[src/rtl/gpb_pkg.sv]
package gpb_pkg;
  localparam int DATA_W      = 32;
  localparam int WIN_LSB     = 4;       // 16-byte window per pad
  localparam logic [1:0] WSEL_CONF  = 2'd0;
  localparam logic [1:0] WSEL_AUX   = 2'd1;
  localparam logic [1:0] WSEL_VALUE = 2'd2;

  // value word
  localparam int LVL_BIT  = 0;
  localparam int OEN_BIT  = 1;
  localparam int IEN_BIT  = 2;
  localparam logic [DATA_W-1:0] VALUE_KEEP = 32'h0000_0007;
  localparam logic [DATA_W-1:0] VALUE_RST  = 32'h0000_0006;

  // configuration word
  localparam int FSEL_LSB = 0;
  localparam int FSEL_W   = 3;
  localparam int OD_BIT   = 31;
  localparam logic [DATA_W-1:0] CONF_KEEP = 32'h8F00_0787;
endpackage

[src/rtl/gpb_sync.sv]
module gpb_sync #(
  parameter int W = 1
) (
  input  logic         clk,
  input  logic         rst_n,
  input  logic [W-1:0] async_in,
  output logic [W-1:0] sync_out
);
  logic [W-1:0] stage1_q;
  logic [W-1:0] stage2_q;

  always_ff @(posedge clk or negedge rst_n) begin
    if (!rst_n) begin
      stage1_q <= '0;
      stage2_q <= '0;
    end else begin
      stage1_q <= async_in;
      stage2_q <= stage1_q;
    end
  end

  assign sync_out = stage2_q;
endmodule

[src/rtl/gpb_pad_cell.sv]
module gpb_pad_cell
  import gpb_pkg::*;
#(
  parameter logic [FSEL_W-1:0] FUNC_CODE = '0
) (
  input  logic              clk,
  input  logic              rst_n,
  input  logic              wr_conf,
  input  logic              wr_aux,
  input  logic              wr_value,
  input  logic [DATA_W-1:0] wdata,
  input  logic              pin_sync,
  output logic [DATA_W-1:0] conf_rd,
  output logic [DATA_W-1:0] aux_rd,
  output logic [DATA_W-1:0] value_rd,
  output logic              pad_out,
  output logic              pad_oe,
  output logic              od_mode,
  output logic              func_ok
);
  logic [DATA_W-1:0] conf_q, conf_d;
  logic [DATA_W-1:0] aux_q, aux_d;
  logic [DATA_W-1:0] val_q, val_d;

  // next state with explicit enables
  always_comb begin
    conf_d = conf_q;
    aux_d  = aux_q;
    val_d  = val_q;
    if (wr_conf)  conf_d = wdata & CONF_KEEP;
    if (wr_aux)   aux_d  = wdata;
    if (wr_value) val_d  = wdata & VALUE_KEEP;
  end

  always_ff @(posedge clk or negedge rst_n) begin
    if (!rst_n) begin
      conf_q <= '0;
      aux_q  <= '0;
      val_q  <= VALUE_RST;
    end else begin
      conf_q <= conf_d;
      aux_q  <= aux_d;
      val_q  <= val_d;
    end
  end

  logic out_on, in_only;
  assign out_on  = !val_q[OEN_BIT];
  assign in_only = val_q[OEN_BIT] && !val_q[IEN_BIT];
  assign od_mode = conf_q[OD_BIT];
  assign func_ok = (conf_q[FSEL_LSB +: FSEL_W] == FUNC_CODE);

  always_comb begin
    value_rd = val_q;
    if (in_only) value_rd[LVL_BIT] = pin_sync;
  end

  assign conf_rd = conf_q;
  assign aux_rd  = aux_q;
  assign pad_out = od_mode ? 1'b0 : val_q[LVL_BIT];
  assign pad_oe  = func_ok && out_on && (!od_mode || !val_q[LVL_BIT]);
endmodule

[src/rtl/gpio_pad_bank.sv]
module gpio_pad_bank
  import gpb_pkg::*;
#(
  parameter int NUM_PADS = 4,
  parameter logic [NUM_PADS*FSEL_W-1:0] GPIO_FUNC_CODES = '0,
  localparam int PAD_IDX_W = (NUM_PADS > 1) ? $clog2(NUM_PADS) : 1,
  localparam int ADDR_W    = PAD_IDX_W + WIN_LSB
) (
  input  logic                clk,
  input  logic                rst_n,
  input  logic                reg_wr_en,
  input  logic [ADDR_W-1:0]   reg_addr,
  input  logic [DATA_W-1:0]   reg_wdata,
  output logic [DATA_W-1:0]   reg_rdata,
  input  logic [NUM_PADS-1:0] pad_in,
  output logic [NUM_PADS-1:0] pad_out,
  output logic [NUM_PADS-1:0] pad_oe
);
  logic [PAD_IDX_W-1:0] pad_sel;
  logic [1:0]           word_sel;
  assign pad_sel  = reg_addr[ADDR_W-1:WIN_LSB];
  assign word_sel = reg_addr[3:2];

  logic [NUM_PADS-1:0] pin_sync;
  logic [NUM_PADS-1:0] od_vec;
  logic [NUM_PADS-1:0] func_ok_vec;
  logic [DATA_W-1:0]   conf_rd  [NUM_PADS];
  logic [DATA_W-1:0]   aux_rd   [NUM_PADS];
  logic [DATA_W-1:0]   value_rd [NUM_PADS];

  gpb_sync #(.W(NUM_PADS)) u_sync (
    .clk      (clk),
    .rst_n    (rst_n),
    .async_in (pad_in),
    .sync_out (pin_sync)
  );

  for (genvar p = 0; p < NUM_PADS; p++) begin : g_pad
    logic hit;
    assign hit = reg_wr_en && (pad_sel == PAD_IDX_W'(p));

    gpb_pad_cell #(
      .FUNC_CODE (GPIO_FUNC_CODES[p*FSEL_W +: FSEL_W])
    ) u_cell (
      .clk      (clk),
      .rst_n    (rst_n),
      .wr_conf  (hit && word_sel == WSEL_CONF),
      .wr_aux   (hit && word_sel == WSEL_AUX),
      .wr_value (hit && word_sel == WSEL_VALUE),
      .wdata    (reg_wdata),
      .pin_sync (pin_sync[p]),
      .conf_rd  (conf_rd[p]),
      .aux_rd   (aux_rd[p]),
      .value_rd (value_rd[p]),
      .pad_out  (pad_out[p]),
      .pad_oe   (pad_oe[p]),
      .od_mode  (od_vec[p]),
      .func_ok  (func_ok_vec[p])
    );
  end

  always_comb begin
    reg_rdata = '0;
    for (int p = 0; p < NUM_PADS; p++) begin
      if (pad_sel == PAD_IDX_W'(p)) begin
        case (word_sel)
          WSEL_CONF:  reg_rdata = conf_rd[p];
          WSEL_AUX:   reg_rdata = aux_rd[p];
          WSEL_VALUE: reg_rdata = value_rd[p];
          default:    reg_rdata = '0;
        endcase
      end
    end
  end
endmodule

[config.mk]
export PLATFORM = sky130hd
export DESIGN_NAME = gpio_pad_bank
export DESIGN_NICKNAME = d
export VERILOG_FILES = /design/src/rtl/gpb_pkg.sv /design/src/rtl/gpb_sync.sv /design/src/rtl/gpb_pad_cell.sv /design/src/rtl/gpio_pad_bank.sv
export SDC_FILE = /design/constraint.sdc
export NUM_CORES = 1
export LEC_CHECK = 0
export BUFFER_PORTS_ARGS = -buffer_cell sky130_fd_sc_hd__buf_2
export CORE_MARGIN = 10
export CORE_UTILIZATION = 51
export CTS_CLUSTER_DIAMETER = 80
export DETAILED_ROUTE_END_ITERATION = 10
export GPL_ROUTABILITY_DRIVEN = 1
export PLACE_DENSITY = 0.81
export SETUP_SLACK_MARGIN = 0.2
export SYNTH_ARGS = -nofsm -noshare
export SYNTH_HDL_FRONTEND = slang
export SYNTH_HIERARCHICAL = 1
export SYNTH_SLANG_ARGS = --single-unit
[constraint.sdc]
create_clock -name clk -period 4.8 [get_ports clk]
set_clock_uncertainty 0.2 [all_clocks]
set_input_delay 0.24 -clock clk [delete_from_list [all_inputs] [get_ports clk]]
set_output_delay 0.24 -clock clk [all_outputs]
set_load 0.01 [all_outputs]
== Word-level counts from Yosys, hierarchy flattened ==
Index checks and enable logic that the tools add are counted.
Word-level totals
  register bits: 196
  word-level logic and storage cells: 89
Cells by class
  equal/unequal tests: 5
  mux-type cells: 16
  reduce and logical (&&, ||, !) cells: 54
Operators with widths (number)
  one-hot mux 32 bit (3 select lines): 4
  two-way mux 32 bit: 4
  logical AND 1 bit: 28
  logical NOT 1 bit: 16
  logical NOT 3 bit: 4
  two-way mux 1 bit: 8
  equality test 2 bit (second input constant): 3
  equality test 2 x 1 -> 1 bit (second input constant): 2
  logical NOT 2 bit: 2
  logical OR 1 bit: 4

== Logic depth before layout (Yosys ltp) ==
  depth in word-level cells: 8
  mapped depth: 10

== Modules after synthesis ==
The synthesis kept the hierarchy.
By module, submodules not included
  gpb_pad_cell: area each 2333.5 µm², instances 4, cells an instance 158, seq. area each 1178.6 µm²
  gpio_pad_bank: area each 3639.7 µm², instances 1, cells an instance 512, seq. area each 0.0 µm²
  gpb_sync: area each 200.2 µm², instances 1, cells an instance 8, seq. area each 200.2 µm²

== Worst setup path before layout ==
OpenSTA, ideal clock, no wires.
  path kind: register -> output
  from: register g_pad[2].u_cell.val_q[1]
  to: output port reg_rdata[0]
  path buffers: 0
  stages on the path, launching flop included: 7
  path slack: 2719 ps
  arrival time: 1641 ps
  data required time: 4360 ps
  cells stage by stage: dfstp_2 > nor2b_1 > mux2_2 > mux2_1 > a22oi_1 > a22o_1 > o32ai_1
RTL lines
  from (decl): line gpb_pad_cell.sv:23  | logic [DATA_W-1:0] val_q, val_d;
  from (signal assigned): line gpb_pad_cell.sv:43  | val_q <= val_d;
  to (decl): line gpio_pad_bank.sv:14  | output logic [DATA_W-1:0] reg_rdata,

== Final worst setup path ==
  from: input port reg_addr[5]
  to: output port reg_rdata[2]
On the way
  cells in the longest elaborated chain, start to end: 5
  elaborated cells on any way between the ends: 8
  classes of those cells: eq/ne: 3; mux: 4; reduce/logical: 1
Ends and longest elaborated chain
  from (decl): line gpio_pad_bank.sv:12  | input logic [ADDR_W-1:0] reg_addr,
  logical NOT 2 bit: line gpio_pad_bank.sv:65  | if (pad_sel == PAD_IDX_W'(p)) begin
  two-way mux 32 bit (3 in series): line gpio_pad_bank.sv:65
  two-way mux 32 bit *: line gpio_pad_bank.sv:65
Mark *: on every way between the ends. The rest lies on a longest branch, timed or not.

==> metrics.yaml <==
logic_synthesis:
  synth.area.mux_share: 0.300
  synth_xor_xnor_area_share: 0
  synth.most_common_cell: "buf_4"
  yosys_warnings: 6
  synth.distinct_cells: 39
  ys_seq_area_frac: 0.373
  synth_edf_count: 0
  synth_area_leader_cell: "dfrtp_1"
  postSynthAreaPerCell_um2: 11.4
  synthTopCellsByCount: "buf_4 (214), dfrtp_1 (188), mux2_4 (144)"
  syn-cell-area_mm2: 0.0132
  synth_top_family_by_area: "multiplexers"
  synth_compound_area_frac: 0.109
  syn_inst: 1152
  yosysTopAreaCellShare: 0.357
  synthSimpleGateAreaFrac: 0.0426
  ys_ff_latch: 196
  synth_area_leaders: "dfrtp_1 (36%), mux2_4 (16%), buf_4 (12%)"
  synth_ff_type: "dfrtp_1"
  synth_fa_ha_area_frac: 0
  async_reset_ff_frac: 1.00
pwr:
  p_int_w: 0.00347
  p_leak_nw: 6.30
  seqPwrFrac: 0.466
  p_sw_frac: 0.289
  netSwitchingPower_w: 0.00141
  ir_drop_v: 0.000232
  total_power_w: 0.00488
  combPwrFrac: 0.239
  power.density_mw_per_mm2: 358
  pwr-share-clk: 0.295
cells_and_area:
  fin_cells: 1553
  syn_to_final_growth_pct: 3.29
  drive_above_1_share: 0.313
  nNetsFinal: 1254
  fin_area_mm2: 0.0136
  final_util: 0.537
cts:
  cts_setup_buffers: 0
  clk_latency_ns: 0.45
  cts-htree-levels: 4
  cts_resized: 0
  clock_path_buffers: 2
  root_buffer: "clkbuf_16"
  cts_buffers: 17
  cts_tree: "done"
  clk_pin_slew_ns: 0.07
  cts_hold_buf: 34
  cts_sinks: 196
placement:
  placed_area_mm2: 0.0127
  placedCellCount: 1486
  io_buffer_count: 82
  place_congestion: 0.810
  hpwl_um: 18900
detailed_routing:
  drtPass1Iterations: 5
  drt.antenna.violating_nets: 0
  drcViolationCount: 0
  via_count: 8467
  routedWlPerCell_um: 20.0
  viasPerCell: 5.45
  drt_iter0_markers: 698
  postRouteWirelength_um: 31000
sta:
  setup_violations: 0
  hold_viol_final: 0
  maxSlewViolCount: 0
  rsz0062_at_grt: "no"
  max-slew-margin-rel: 0.224
  tightest_slew_ns: 1.16
  fin_setup_tns_ns: 0
  fin_crit_sh: 0.697
  fin_crit_ns: 3.34
  timing.fmax_ghz: 0.299
floorplan:
  row_count: 58
  fp.dieArea_mm2: 0.0327
  ios: 85
  core_mm2: 0.0253
  start_util: 0.520
  die_w_um: 181
  die_h_um: 181
global_routing:
  antenna_found_initial: 1
  grt_pass1_vias: 9288
  grt_max_degree: 112
  gr-usage-all-layers: 0.189
  overflow: 0
  grt_pass1_wl_um: 50400
worst_setup_path:
  endpoint_kind: "output pin"
  reg2reg_from: "g_pad[1].u_cell/conf_rd[31]"
  crit_path_max_fanout: 46
  crit_required_ns: 4.36
  arrival_ns: 2.90
  path_class: "in2out"
  start_kind: "input port"
  startpoint: "reg_addr[5]"
job:
  maxCapViolCount: 0
min_path:
  hold_path_class: "in2reg"
  hp-start: "reg_wdata[1]"
run_status:
  status: "finished, final reports clean"
routing by layer:
layer  GRT usage  routed length [um]  vias up  share of wire
met4      0.0502                 434        0          0.014
met3      0.0496                2150       38          0.069
li1            -                   -     3815              -
met5           0                   0        -              0
met2       0.304               14800      300           0.48
met1       0.247               13700     4314           0.44
state kept, by name (all words and copies together), names as in the netlist:
| signal | flops |
|---|---|
| u_sync/sync_out | 4 |
| u_sync/stage1_q | 4 |
| g_pad.u_cell/conf_rd | 48 |
| g_pad.u_cell/val_q | 12 |
| g_pad.u_cell/aux_rd | 128 |
critical path, cell delays in order:
cell,delay (ns)
buf_2,0.79
inv_1,0.19
nor2_2,0.93
buf_4,0.37
a32o_1,0.21
buf_2,0.16
cell type report:
class,instances,area (um^2)
inverter,4,15.0
clock buffer,19,453
tap,330,413
antenna,1,2.50
clock inverter,13,124
sequential,196,4910
fill,2140,11700
timing repair buffer,136,953
multi-input combinational,854,6730
cell usage in the layout, fill, tap and decap left out, types with 23 or more instances in the layout:
master,n
a21oi_1,45
a31oi_1,26
buf_2,80
conb_1,196
dfrtp_1,188
dlygate4sd3_1,34
mux2_1,25
mux2_2,85
mux2_4,144
mux2i_1,55
nand2_1,83
nor2_1,23
o21ai_0,36
o21ai_1,25
metrics by stage:
step | hold slack, ns | worst slack (ns)
2_1_floorplan | -0.256 | 2.72
3_3_place_gp | 0.132 | 1.47
3_5_place_dp | 0.136 | 1.45
4_1_cts | 0.0408 | 1.48
5_1_grt | 0.0443 | 1.32
6_report | 0.0505 | 1.46
logic make-up (layout without fill, tap and decap cells):
| group | after synthesis | after routing |
|---|---|---|
| mux | 309 | 309 |
| buf+inv | 294 | 172 |
| simple gates | 134 | 134 |
| flops | 196 | 196 |
| compound gates | 215 | 215 |
| other cells | 4 | 197 |
path summary, 6_finish.rpt:
kind	end	slack (ns)	cells past startpoint
setup / recovery	reg_rdata[2]	1.46	6
hold / removal	g_pad[0].u_cell/aux_rd[1]	0.05	2
setup reg to reg	g_pad[1].u_cell/conf_rd[31]	3.76	1
hold reg to reg	u_sync/sync_out[0]	0.15	0
max in group asynchronous	g_pad[3].u_cell/aux_rd[7]	3.10	3
min in group asynchronous	g_pad[0].u_cell/aux_rd[6]	0.30	2
power groups by stage:
stage / logic (W) / registers, W / clock network, W
after floorplan: 0.00104 / 0.00221 / 0
after global placement: 0.00109 / 0.00227 / 0
after detailed placement: 0.00113 / 0.00229 / 0
after CTS: 0.00116 / 0.00227 / 0.00145
after global routing: 0.00127 / 0.00232 / 0.00152
final: 0.00117 / 0.00227 / 0.00144
(Power assumes the default switching activity.)
